**src/rtl/baud_tick_pkg.sv**
```systemverilog
package baud_tick_pkg;

    localparam int NUM_RATES = 10;
    localparam int SEL_W     = $clog2(NUM_RATES);

    // Baud rate for each table index
    function automatic longint rate_of(input int idx);
        case (idx)
            0:       return 64'd9600;
            1:       return 64'd19200;
            2:       return 64'd38400;
            3:       return 64'd57600;
            4:       return 64'd115200;
            5:       return 64'd230400;
            6:       return 64'd460800;
            7:       return 64'd921600;
            8:       return 64'd1843200;
            default: return 64'd3250000;
        endcase
    endfunction

    // Rounded accumulator step: osr * rate * 2^acc_w / ref_hz
    function automatic longint incr_of(input int idx, input int acc_w,
                                       input longint ref_hz, input int osr);
        longint num;
        num = rate_of(idx) * longint'(osr) * (64'sd1 <<< acc_w);
        return (num + ref_hz / 2) / ref_hz;
    endfunction

endpackage

```
**src/rtl/baud_index_reg.sv**
```systemverilog
module baud_index_reg
    import baud_tick_pkg::*;
(
    input  logic             clk,
    input  logic             rst_n,
    input  logic             wr_en,
    input  logic [7:0]       wr_data,
    output logic [7:0]       rd_data,
    output logic [SEL_W-1:0] sel,
    output logic             restart
);

    logic [7:0]       raw_q;
    logic [SEL_W-1:0] sel_q;
    logic [SEL_W-1:0] sel_d;

    // Bytes beyond the table collapse onto the slowest rate
    always_comb begin
        if (wr_data > 8'(NUM_RATES - 1)) sel_d = '0;
        else                             sel_d = wr_data[SEL_W-1:0];
    end

    always_ff @(posedge clk or negedge rst_n) begin
        if (!rst_n) begin
            raw_q <= '0;
            sel_q <= '0;
        end else if (wr_en) begin
            raw_q <= wr_data;
            sel_q <= sel_d;
        end
    end

    assign rd_data = raw_q;
    assign sel     = sel_q;
    assign restart = wr_en;

endmodule

```
**src/rtl/baud_phase_acc.sv**
```systemverilog
module baud_phase_acc
    import baud_tick_pkg::*;
#(
    parameter int     ACC_W  = 24,
    parameter longint REF_HZ = 52_000_000,
    parameter int     OSR    = 16
) (
    input  logic             clk,
    input  logic             rst_n,
    input  logic             restart,
    input  logic [SEL_W-1:0] sel,
    output logic             carry,
    output logic             os_tick
);

    localparam int INC_W = ACC_W + 1;

    logic [INC_W-1:0] inc_tab [NUM_RATES];
    logic [ACC_W-1:0] acc_q;
    logic [INC_W-1:0] sum;

    // One increment constant per table entry
    for (genvar i = 0; i < NUM_RATES; i++) begin : g_inc
        localparam logic [INC_W-1:0] INC = INC_W'(incr_of(i, ACC_W, REF_HZ, OSR));
        assign inc_tab[i] = INC;
    end

    assign sum   = {1'b0, acc_q} + inc_tab[sel];
    assign carry = sum[ACC_W] & ~restart;

    always_ff @(posedge clk or negedge rst_n) begin
        if (!rst_n) begin
            acc_q   <= '0;
            os_tick <= 1'b0;
        end else if (restart) begin
            acc_q   <= '0;
            os_tick <= 1'b0;
        end else begin
            acc_q   <= sum[ACC_W-1:0];
            os_tick <= sum[ACC_W];
        end
    end

endmodule

```
**src/rtl/baud_bit_div.sv**
```systemverilog
module baud_bit_div #(
    parameter int OSR = 16
) (
    input  logic clk,
    input  logic rst_n,
    input  logic restart,
    input  logic carry,
    output logic bit_tick
);

    localparam int CNT_W = $clog2(OSR);
    localparam logic [CNT_W-1:0] LAST = CNT_W'(OSR - 1);

    logic [CNT_W-1:0] phase_q;

    always_ff @(posedge clk or negedge rst_n) begin
        if (!rst_n) begin
            phase_q  <= '0;
            bit_tick <= 1'b0;
        end else if (restart) begin
            phase_q  <= '0;
            bit_tick <= 1'b0;
        end else if (carry) begin
            phase_q  <= (phase_q == LAST) ? '0 : phase_q + 1'b1;
            bit_tick <= (phase_q == LAST);
        end else begin
            bit_tick <= 1'b0;
        end
    end

endmodule

```
**src/rtl/baud_tick_gen.sv**
```systemverilog
module baud_tick_gen
    import baud_tick_pkg::*;
#(
    parameter int     ACC_W  = 24,
    parameter longint REF_HZ = 52_000_000,
    parameter int     OSR    = 16
) (
    input  logic       clk,
    input  logic       rst_n,
    input  logic       wr_en,
    input  logic [7:0] wr_data,
    output logic [7:0] rd_data,
    output logic       os_tick,
    output logic       bit_tick
);

    logic [SEL_W-1:0] sel;
    logic             restart;
    logic             carry;

    baud_index_reg u_idx (
        .clk     (clk),
        .rst_n   (rst_n),
        .wr_en   (wr_en),
        .wr_data (wr_data),
        .rd_data (rd_data),
        .sel     (sel),
        .restart (restart)
    );

    baud_phase_acc #(.ACC_W(ACC_W), .REF_HZ(REF_HZ), .OSR(OSR)) u_acc (
        .clk     (clk),
        .rst_n   (rst_n),
        .restart (restart),
        .sel     (sel),
        .carry   (carry),
        .os_tick (os_tick)
    );

    baud_bit_div #(.OSR(OSR)) u_div (
        .clk      (clk),
        .rst_n    (rst_n),
        .restart  (restart),
        .carry    (carry),
        .bit_tick (bit_tick)
    );

endmodule

```
**config.mk**
```make
export PLATFORM = sky130hd
export DESIGN_NAME = baud_tick_gen
export DESIGN_NICKNAME = d
export VERILOG_FILES = /design/src/rtl/baud_tick_pkg.sv /design/src/rtl/baud_index_reg.sv /design/src/rtl/baud_phase_acc.sv /design/src/rtl/baud_bit_div.sv /design/src/rtl/baud_tick_gen.sv
export SDC_FILE = /design/constraint.sdc
export NUM_CORES = 1
export LEC_CHECK = 0
export BUFFER_PORTS_ARGS = -buffer_cell sky130_fd_sc_hd__buf_2
export CORE_MARGIN = 2
export CORE_UTILIZATION = 55
export CTS_CLUSTER_SIZE = 40
export DETAILED_ROUTE_END_ITERATION = 10
export HOLD_SLACK_MARGIN = 0.08
export PLACE_DENSITY = 0.76
export RECOVER_POWER = 25
export SETUP_SLACK_MARGIN = 0.5
export SLEW_MARGIN = 10
export SYNTH_ARGS = -nofsm -noshare
export SYNTH_HDL_FRONTEND = slang
export SYNTH_SLANG_ARGS = --single-unit
```
**constraint.sdc**
```tcl
create_clock -name clk -period 3.2 [get_ports clk]
set_input_delay 0.96 -clock clk [delete_from_list [all_inputs] [get_ports clk]]
set_output_delay 0.96 -clock clk [all_outputs]
set_load 0.01 [all_outputs]
```
==> impl_metrics.csv, run 1 <==
group,metric,value,unit
setup_path,crit_top_cell,"ha_4",
die,io_pins,21,
synthesis,synth_area,3040,um2
cts,clockBufferDepth,2,
global_route,grt_pass1_wl,12100,um
routing,viasPerCell,5.95,
pwr,p_leak,1.91,nW
layout,syn_to_final_growth,29.3,%
global_route,grt_start_max_net_pins,42,
outcome,status,"complete, but fails checks",
pwr,power.density,449,nW/um2
timing,post-route-period-util,93.0,%
routing,vias,2784,
synthesis,syn_avg_cell_area,8.88,um2
timing,rsz0062_at_grt,"yes",
die,dieArea,6150,um2
synthesis,synthCells,343,
setup_path,cp.required,3.39,ns
cts,cts-root-buf,"clkbuf_8",
outcome,violations,"max-capacitance violations, max-slew violations",
die,rows,27,
timing,maxSlewHeadroom,-4.59,%
hold_path,whs_path_depth,1,
flow_run,cap_violations,1,
place,globalplace.congestion,0.945,
setup_path,r2r_cells,12,
timing,finalHoldViolCount,0,
cts,cts_hold_buf,0,
timing,skew,0.00746,ns
synthesis,synth_edf_count,0,
global_route,grt_pass1_vias,2627,
setup_path,cp-end-kind,"flop",
place,dp_hpwl,5170,um
die,core_area,5440,um2
die,start_util,56.0,%
synthesis,syn_nets,386,
layout,fillerInstances,387,
cts,cts-htree-levels,2,
cts,insertion_delay,0.30,ns
timing,min_period,2.98,ns
setup_path,cp.arrival,3.17,ns
hold_path,hold_class,"reg2reg",
timing,final-max-slew-violation-count,29,
routing,wl_per_cell,17.2,um
synthesis,yosysTopAreaCell,"dfrtp_1",
synthesis,ys.flop_type,"dfrtp_1",
cts,cts.clk_slew.worst_paths,0.10,ns
die,die_w,78.4,um
layout,drive_above_1_share,34.3,%
global_route,track_usage,24.8,%
cts,cts-buffers-inserted,5,
setup_path,path_cells,"inv_4 -> ha_4 -> o31a_1 -> o21a_1 -> ha_4 -> nand2_2 -> nor3_4 -> nand3_1 -> a21o_1 -> and3_4 -> nor3b_4 -> mux2_4",
timing,setup_tns,0,ns
routing,ant_nets,0,
cts,cts_sinks,42,
cts,cts_tree,"done",
setup_path,cpMaxStageDelayCell,"dfrtp_2",
global_route,overflow,0,
layout,antenna_cells,0,
setup_path,cp_max_fo,6,
synthesis,yosysSeqAreaShare,34.5,%
synthesis,ys_seq_elements,42,
timing,setup_viol,0,
pwr,max-vdd-ir-drop,0.000280,V
setup_path,worstSetupStartpointType,"flop",
setup_path,critPathKind,"reg2reg",
synthesis,synth_top_area_share,34.5,%
routing,drtPass1Iterations,4,
layout,fin_nets,438,
synthesis,synth_cell_types,57,
synthesis,synth.area.top_cells,"dfrtp_1 (35%), ha_1 (13%), a21oi_1 (5.3%), nor2_1 (3.9%), nand2_1 (3.8%)",
layout,layoutNonFillerInstCount,468,
setup_path,max_stage_delay,0.48,ns
place,portBuffers,20,
synthesis,yosys_warnings,0,
global_route,antenna_found_initial,0,
timing,worst_slew_pin_slew,1.57,ns
die,die_h,78.4,um
synthesis,synthArstFlopShare,100,%
place,post-place-cells,430,
routing,finalWirelength,8040,um
routing,drt_iter0_drc,132,
timing,fmax,336,MHz
routing,drc,0,
==> report_power, final <==
part	internal [W]	switching [W]
Sequential	0.000602	0.0000459
Combinational	0.000357	0.000381
Clock	0.000164	0.000218
Total	0.00112	0.000646
==> worst max-delay path, delay by kind of cell, from the launching register on <==
family / cells / cell delay, ns
AND/OR/NAND/NOR: 5 / 0.75
buffers and inverters: 1 / 0.12
AO/OA/AOI/OAI: 3 / 0.69
adder cells (fa/ha/maj): 2 / 0.51
flip-flops: 1 / 0.48
multiplexers: 1 / 0.32
==> worst paths after layout <==
check / from / endpoint / slack (ns)
worst max-delay path: u_idx.sel[0]$_DFFE_PN0P_ / u_div.phase_q[2]$_DFFE_PN0P_ / 0.22
worst min-delay path: u_idx.rd_data[5]$_DFFE_PN0P_ / u_idx.rd_data[5]$_DFFE_PN0P_ / 0.51
worst max register to register: u_idx.sel[0]$_DFFE_PN0P_ / u_div.phase_q[2]$_DFFE_PN0P_ / 0.22
worst min register to register: u_idx.rd_data[5]$_DFFE_PN0P_ / u_idx.rd_data[5]$_DFFE_PN0P_ / 0.51
max in group asynchronous: rst_n / u_idx.sel[3]$_DFFE_PN0P_ / 1.15
min in group asynchronous: rst_n / u_acc.acc_q[0]$_DFF_PN0_ / 1.03
==> per-stage QoR <==
| stage | worst slack [ns] | hold WS [ns] | power [W] | area (um2) | utilization (%) |
|---|---|---|---|---|---|
| 5_1_grt | 0.135 | 0.538 | 0.00187 | 3940 | 72.3 |
| 2_1_floorplan | 0.394 | 0.544 | 0.00109 | 3190 | - |
| 6_report | 0.223 | 0.515 | 0.00177 | 3940 | 72.3 |
| 4_1_cts | 0.260 | 0.523 | 0.00166 | 3660 | 67.2 |
| 3_3_place_gp | 0.145 | 0.488 | 0.00120 | 3380 | 62.1 |
| 3_5_place_dp | 0.108 | 0.492 | 0.00122 | 3380 | 62.1 |
==> cell type report <==
type	count	area, um2	share of cell area, %
clock buffers	5	68.8	1.75
flip-flops and latches	42	1050	26.8
inverters	15	61.3	1.56
repair buffers	58	399	10.1
multi-input cells	273	2230	56.7
clock inverters	3	28.8	0.731
well taps	72	90.1	2.29
==> cell usage after synthesis, types with 2 or more instances <==
| cell | n |
|---|---|
| nor2b_1 | 6 |
| and4_1 | 2 |
| a21oi_1 | 32 |
| and2_1 | 2 |
| mux2_2 | 7 |
| o211ai_1 | 2 |
| nor2_1 | 32 |
| nand3_1 | 4 |
| ha_1 | 31 |
| a21boi_0 | 3 |
| o21a_1 | 5 |
| a21o_1 | 15 |
| nor3_1 | 5 |
| o21bai_1 | 4 |
| o21ai_1 | 3 |
| inv_1 | 15 |
| xor2_1 | 11 |
| nand4_1 | 6 |
| clkbuf_1 | 6 |
| nand2b_1 | 9 |
| o22ai_1 | 4 |
| dfrtp_1 | 42 |
| xnor2_1 | 7 |
| nand2_1 | 31 |
| and3_1 | 3 |
| o21ai_0 | 20 |
| buf_2 | 6 |
==> routing by layer <==
metal,up-vias,track usage (%),wire length [um]
li1,1324,-,-
met1,1372,32.8,3630
met2,70,43.1,3970
met3,18,3.22,247
met4,0,6.32,192
met5,-,0,0
==> state kept, by name (all words and copies together) (netlist names) <==
| name | flops |
|---|---|
| u_acc.acc_q | 24 |
| u_acc.os_tick | 1 |
| u_div.bit_tick | 1 |
| u_div.phase_q | 4 |
| u_idx.rd_data | 8 |
| u_idx.sel | 4 |
==> cells by family after synthesis <==
family	count (synthesis)	synth area share, %
AO/OA/AOI/OAI	104	22.2
XOR/XNOR	18	5.18
adder cells (fa/ha/maj)	32	13.4
buffers and inverters	28	3.70
flip-flops	42	34.5
multiplexers	9	3.29
AND/OR/NAND/NOR	110	17.7
==> cells in the final DEF, fill, tap and decap left out, types with 5 or more instances in the layout <==
cell type	synthesis	layout
a21oi_2	1	7
ha_4	0	10
nor2_1	32	31
dfrtp_1	42	39
clkbuf_8	0	5
buf_2	6	19
o21ai_0	20	14
nand2_2	0	7
mux2_2	7	5
xnor2_1	7	6
nor2b_1	6	6
a21o_1	15	15
buf_4	0	34
a21oi_1	32	25
inv_1	15	12
o21a_1	5	5
xor2_1	11	11
ha_1	31	19
nand4_1	6	6
nand2b_1	9	8
nand2_1	31	23
==> timing repair <==
action,CTS,global route
hold endpoints to repair,0,0
buffers inserted,11,19
endpoints found under the setup margin,17,21
gates cloned,0,0
resized for setup,22,33
pin swaps,20,21
(Power assumes the default switching activity.)
==> run 2, diff against run 1 <==
--- a/config.mk
+++ b/config.mk
@@ -7,11 +7,11 @@
 export LEC_CHECK = 0
 export BUFFER_PORTS_ARGS = -buffer_cell sky130_fd_sc_hd__buf_2
 export CORE_MARGIN = 2
-export CORE_UTILIZATION = 55
+export CORE_UTILIZATION = 60
 export CTS_CLUSTER_SIZE = 40
 export DETAILED_ROUTE_END_ITERATION = 10
 export HOLD_SLACK_MARGIN = 0.08
-export PLACE_DENSITY = 0.76
+export PLACE_DENSITY = 0.79
 export RECOVER_POWER = 25
 export SETUP_SLACK_MARGIN = 0.5
 export SLEW_MARGIN = 10
==> constraint.sdc (replaced) <==
create_clock -name clk -period 3.6 [get_ports clk]
set_input_delay 1.08 -clock clk [delete_from_list [all_inputs] [get_ports clk]]
set_output_delay 1.08 -clock clk [all_outputs]
set_load 0.01 [all_outputs]
==> impl_metrics.csv, run 2 (synthesis results as in run 1) <==
group,metric,value,unit
global_route,grt_pass1_wl,11400,um
timing,maxSlewHeadroom,36.4,%
die,core_area,4820,um2
place,portBuffers,20,
timing,skew,0.00651,ns
global_route,grt_start_max_net_pins,53,
global_route,grt_pass1_vias,2407,
timing,fmax,329,MHz
cts,insertion_delay,0.30,ns
cts,cts_sinks,42,
routing,vias,2648,
cts,cts.clk_slew.worst_paths,0.08,ns
pwr,p_leak,1.73,nW
place,globalplace.congestion,0.923,
timing,finalHoldViolCount,0,
timing,rsz0062_at_grt,"yes",
setup_path,reg2reg_setup_slack,0.56,ns
timing,worst_slack,0.557,ns
setup_path,worstSetupStartpointType,"flop",
routing,viasPerCell,6.13,
setup_path,path_cells,"buf_4 -> ha_1 -> nand2_1 -> nand2_1 -> nand2_2 -> nand2_4 -> ha_4 -> a21o_1 -> a211o_1 -> o21bai_4 -> nand2_2 -> a31o_2 -> a41oi_1 -> mux2_2",
pwr,power.density,420,nW/um2
place,dpl_worst_slack,0.189,ns
hold_path,hold_class,"reg2reg",
layout,largest_reg_flops,24,
routing,ant_nets,0,
die,io_pins,21,
layout,syn_to_final_growth,14.8,%
cts,cts-htree-levels,2,
layout,drive_above_1_share,21.4,%
routing,wl_per_cell,16.3,um
timing,final-max-slew-violation-count,0,
timing,worst_slew_pin_slew,0.955,ns
cts,cts_tree,"done",
layout,top_register,"u_acc.acc_q",
routing,drc,0,
setup_path,max_stage_delay,0.40,ns
die,die_w,75.2,um
flow_run,cap_violations,0,
die,start_util,63.2,%
global_route,track_usage,26.6,%
cts,clockBufferDepth,2,
place,dp_hpwl,4850,um
outcome,status,"finished clean",
timing,setup_viol,0,
cts,cts_hold_buf,0,
setup_path,cp_num_buf_inv,1,
layout,antenna_cells,0,
setup_path,cp_max_fo,7,
layout,final_cell_mix,"dfrtp_1 (39), nor2_1 (32), nand2_1 (28), a21oi_1 (28), ha_1 (26)",
timing,min_period,3.04,ns
routing,drt_iter0_drc,305,
setup_path,cp.arrival,3.23,ns
setup_path,cp_top_family,"compound AO/OA/AOI/OAI gates",
die,dieArea,5660,um2
cts,cts-buffers-inserted,5,
global_route,antenna_found_initial,0,
timing,worst_hold_slack,0.517,ns
die,rows,25,
timing,post-route-period-util,84.5,%
timing,setup_tns,0,ns
setup_path,cp.required,3.79,ns
cts,cts-root-buf,"clkbuf_8",
setup_path,critPathKind,"reg2reg",
setup_path,cpMaxStageDelayCell,"dfrtp_1",
layout,mostFrequentLayoutCell,"dfrtp_1",
layout,fillerInstances,399,
setup_path,cp-end-kind,"flop",
routing,finalWirelength,7050,um
global_route,overflow,0,
pwr,max-vdd-ir-drop,0.000284,V
layout,fin_nets,407,
routing,drtPass1Iterations,5,
die,die_h,75.2,um
-- run 2: changes by cell type in the layout (fill, tap and decap cells not counted), sizes merged --
cell	delta
buf	-30
inv	-2
clkinvlp	+1
clkinv	-1
bufinv	+1
-- run 2: power breakdown --
group | switching, W | internal [W]
sequential | 0.0000373 | 0.000535
combinational | 0.000290 | 0.000223
clock | 0.000173 | 0.000207
total | 0.000500 | 0.000966
-- run 2: metal layers --
| layer | GRT usage [%] | up-vias | part of all wire [%] |
|---|---|---|---|
| met1 | 37.2 | 1292 | 45 |
| met4 | 7.80 | 0 | 1.2 |
| met5 | 0 | - | 0 |
| met2 | 42.6 | 89 | 49 |
| li1 | - | 1259 | - |
| met3 | 4.69 | 8 | 5.4 |
-- run 2: area by class of cell --
class | instances | area (um2) | share of cell area, %
timing repair buffer | 27 | 153 | 4.37
tap | 67 | 83.8 | 2.40
multi-input combinational | 273 | 2040 | 58.3
sequential | 42 | 1050 | 30.2
clock buffer | 6 | 72.6 | 2.08
inverter | 15 | 56.3 | 1.61
clock inverter | 2 | 37.5 | 1.07
-- run 2: metrics by stage --
step                area [um2]  power (W)  util (%)  cells
floorplan                 3040   0.000923         -    343
global placement          3180    0.00102      66.0    418
detailed placement        3180    0.00102      66.0    418
CTS                       3390    0.00145      70.3    429
global route              3490    0.00155      72.5    432
finish                    3490    0.00147      72.5    432
-- run 2: worst reg2reg max path, cell delays in order (launching register included) --
cell,delay (ns)
dfrtp_1,0.40
buf_4,0.17
ha_1,0.21
nand2_1,0.07
nand2_1,0.06
nand2_2,0.12
nand2_4,0.09
ha_4,0.25
a21o_1,0.19
a211o_1,0.29
o21bai_4,0.15
nand2_2,0.10
a31o_2,0.26
a41oi_1,0.21
mux2_2,0.35
-- run 2: worst paths after layout --
check / from / to / cells after the start
worst max-delay path: u_idx.sel[0]$_DFFE_PN0P_ / u_acc.acc_q[20]$_DFF_PN0_ / 14
worst min-delay path: u_idx.rd_data[7]$_DFFE_PN0P_ / u_idx.rd_data[7]$_DFFE_PN0P_ / 1
worst max register to register: u_idx.sel[0]$_DFFE_PN0P_ / u_acc.acc_q[20]$_DFF_PN0_ / 14
worst min register to register: u_idx.rd_data[7]$_DFFE_PN0P_ / u_idx.rd_data[7]$_DFFE_PN0P_ / 1
max in group asynchronous: rst_n / u_idx.sel[3]$_DFFE_PN0P_ / 1
min in group asynchronous: rst_n / u_acc.acc_q[4]$_DFF_PN0_ / 1
-- run 2: timing repair --
| action | CTS | global route |
|---|---|---|
| pin swaps | 2 | 7 |
| setup endpoints to repair | 14 | 13 |
| setup buffers | 3 | 3 |
| resized for setup | 21 | 21 |
==> run 3, diff against run 2 <==
--- a/config.mk
+++ b/config.mk
@@ -5,13 +5,14 @@
 export SDC_FILE = /design/constraint.sdc
 export NUM_CORES = 1
 export LEC_CHECK = 0
+export ABC_AREA = 1
 export BUFFER_PORTS_ARGS = -buffer_cell sky130_fd_sc_hd__buf_2
 export CORE_MARGIN = 2
-export CORE_UTILIZATION = 60
+export CORE_UTILIZATION = 56
 export CTS_CLUSTER_SIZE = 40
 export DETAILED_ROUTE_END_ITERATION = 10
 export HOLD_SLACK_MARGIN = 0.08
-export PLACE_DENSITY = 0.79
+export PLACE_DENSITY = 0.77
 export RECOVER_POWER = 25
 export SETUP_SLACK_MARGIN = 0.5
 export SLEW_MARGIN = 10
==> constraint.sdc (replaced) <==
create_clock -name clk -period 2.5 [get_ports clk]
set_input_delay 0.75 -clock clk [delete_from_list [all_inputs] [get_ports clk]]
set_output_delay 0.75 -clock clk [all_outputs]
set_load 0.01 [all_outputs]
==> impl_metrics.csv, run 3 <==
group,metric,value,unit
setup_path,critPathKind,"reg2reg",
cts,cts.clk_slew.worst_paths,0.09,ns
layout,final_util,89.2,%
timing,min_period,2.98,ns
cts,cts_sinks,42,
synthesis,synth_cell_types,31,
routing,ant_nets,0,
die,rows,27,
setup_path,r2r-start,"u_idx.sel[2]$_DFFE_PN0P_",
layout,fin_nets,619,
outcome,violations,"negative setup slack",
pwr,power.density,557,nW/um2
synthesis,ys_seq_elements,42,
layout,top_register,"u_acc.acc_q",
timing,finalHoldViolCount,0,
setup_path,cp.arrival,3.18,ns
place,globalplace.congestion,1.10,
synthesis,synth_top_area_share,31.8,%
routing,vias,4275,
layout,mostFrequentLayoutCell,"nand2_1",
routing,drtPass1Iterations,6,
layout,final_cell_mix,"nand2_1 (94), inv_1 (50), buf_4 (45)",
synthesis,yosys_warnings,0,
setup_path,cp_num_buf_inv,4,
setup_path,cp_max_fo,6,
setup_path,cp_top_family,"simple AND/OR/NAND/NOR gates",
die,core_area,5610,um2
synthesis,synth.area.top_cells,"dfrtp_1 (32%), nand2_1 (16%), ha_1 (12%), inv_1 (7.8%), nor2_1 (7.0%)",
setup_path,crit_top_cell,"nand2_1",
global_route,grt_start_max_net_pins,34,
place,dp_hpwl,7190,um
cts,insertion_delay,0.31,ns
routing,viasPerCell,6.59,
synthesis,yosysSeqAreaShare,31.8,%
routing,drt_iter0_drc,595,
die,die_h,80.8,um
global_route,antenna_found_initial,0,
setup_path,max_stage_delay,0.42,ns
setup_path,worstSetupStartpointType,"flop",
synthesis,synthCells,494,
setup_path,path_cells,"inv_1 -> nor2_2 -> inv_1 -> nor2_1 -> buf_4 -> ha_4 -> nand2_1 -> nor2_2 -> inv_1 -> nor3_1 -> nand2_1 -> nand3_2 -> nand2_1 -> nand2_1 -> nor2_1",
cts,cts_tree,"done",
timing,worst_slew_pin_slew,0.935,ns
setup_path,cp.required,2.70,ns
timing,setup_tns,-5.28,ns
pwr,p_leak,2.50,nW
place,portBuffers,20,
timing,setup_viol,21,
cts,clockBufferDepth,2,
timing,post-route-period-util,119,%
cts,cts-buffers-inserted,5,
synthesis,synth_edf_count,0,
routing,drc,0,
timing,maxSlewHeadroom,37.7,%
setup_path,cpMaxStageDelayCell,"dfrtp_2",
synthesis,synth_area,3300,um2
layout,largest_reg_flops,24,
layout,fillerInstances,243,
global_route,overflow,0,
routing,wl_per_cell,23.3,um
cts,cts-root-buf,"clkbuf_8",
die,die_w,80.8,um
flow_run,cap_violations,0,
layout,drive_above_1_share,45.8,%
timing,fmax,336,MHz
synthesis,yosys-top-cells-count,"nand2_1 (138), inv_1 (69), nor2_1 (62)",
setup_path,cp-end-kind,"flop",
hold_path,worst_hold_startpoint,"u_idx.rd_data[5]$_DFFE_PN0P_",
routing,finalWirelength,15100,um
synthesis,yosysMostFrequentCell,"nand2_1",
hold_path,hold_class,"reg2reg",
layout,syn_to_final_growth,51.3,%
die,start_util,58.9,%
timing,worst_hold_slack,0.499,ns
timing,final-max-slew-violation-count,0,
pwr,power,0.00279,W
die,io_pins,21,
global_route,track_usage,36.7,%
timing,rsz0062_at_grt,"yes",
global_route,grt_pass1_wl,17900,um
timing,skew,0.0122,ns
pwr,max-vdd-ir-drop,0.000589,V
synthesis,synthArstFlopShare,100,%
outcome,status,"complete, but fails checks",
die,dieArea,6530,um2
synthesis,syn_nets,537,
layout,antenna_cells,0,
cts,cts-htree-levels,2,
synthesis,yosysTopAreaCell,"dfrtp_1",
synthesis,syn_avg_cell_area,6.69,um2
setup_path,critPathLaunch,"u_idx.sel[2]$_DFFE_PN0P_",
synthesis,ys.flop_type,"dfrtp_1",
timing,worst_slack,-0.480,ns
global_route,grt_pass1_vias,3717,
[run 3: repair_timing]
action | 4_1_cts | 5_1_grt
setup buffers | 26 | 8
pin swaps | 52 | 32
hold buffers | 0 | 0
endpoints found under the hold margin | 0 | 0
endpoints found under the setup margin | 27 | 28
gates resized for setup | 92 | 88
[run 3: logic make-up (layout without fill, tap and decap cells)]
group / count (synthesis) / count (layout) / synth area share (%)
buf+inv: 76 / 159 / 8.71
flops: 42 / 42 / 31.8
xor+xnor: 4 / 4 / 1.06
fa+ha+maj: 32 / 32 / 12.3
simple gates: 255 / 255 / 32.2
compound gates: 85 / 85 / 13.9
[run 3: path summary, 6_finish.rpt]
kind                                                endpoint  slack (ns)  cells after the start
worst max-delay path               u_acc.acc_q[23]$_DFF_PN0_       -0.48                     15
worst min-delay path            u_idx.rd_data[5]$_DFFE_PN0P_        0.50                      2
worst max register to register     u_acc.acc_q[23]$_DFF_PN0_       -0.48                     15
worst min register to register  u_idx.rd_data[5]$_DFFE_PN0P_        0.50                      2
max in group asynchronous           u_idx.sel[3]$_DFFE_PN0P_        1.24                      2
min in group asynchronous           u_acc.acc_q[9]$_DFF_PN0_        0.57                      1
[run 3: area by class of cell]
type	instances	area (um2)	share of cell area, %
Multi-Input combinational cell	376	2840	56.8
Sequential cell	42	1060	21.1
Timing Repair Buffer	82	656	13.1
Inverter	69	272	5.43
Tap cell	72	90.1	1.80
Clock buffer	6	72.6	1.45
Clock inverter	2	13.8	0.275
[run 3: worst register-to-register path: cells and delay by family, from the launching register on]
kind / cells / cell delay, ns
fa+ha+maj: 1 / 0.21
buf+inv: 4 / 0.63
flops: 1 / 0.42
simple gates: 10 / 1.61
[run 3: per-stage QoR]
step / worst slack [ns] / area (um2) / cells
after floorplan: 0.272 / 3530 / 494
after global placement: 0.0383 / 3900 / 607
after detailed placement: -0.0439 / 3900 / 607
after CTS: 0.0840 / 4560 / 641
after global routing: -0.443 / 5000 / 649
final: -0.480 / 5000 / 649
[run 3: metal layers]
metal	up-vias	track usage, %	part of all wire (%)
met5	-	0	0
met4	0	21.5	9.5
met3	153	5.33	11
met2	425	63.1	46
met1	1936	43.4	34
li1	1761	-	-
[run 3: power breakdown]
part	switching, W	internal (W)	leakage [nW]
logic	0.000875	0.000613	1.91
clock network	0.000272	0.000198	0.0452
registers	0.0000694	0.000759	0.548
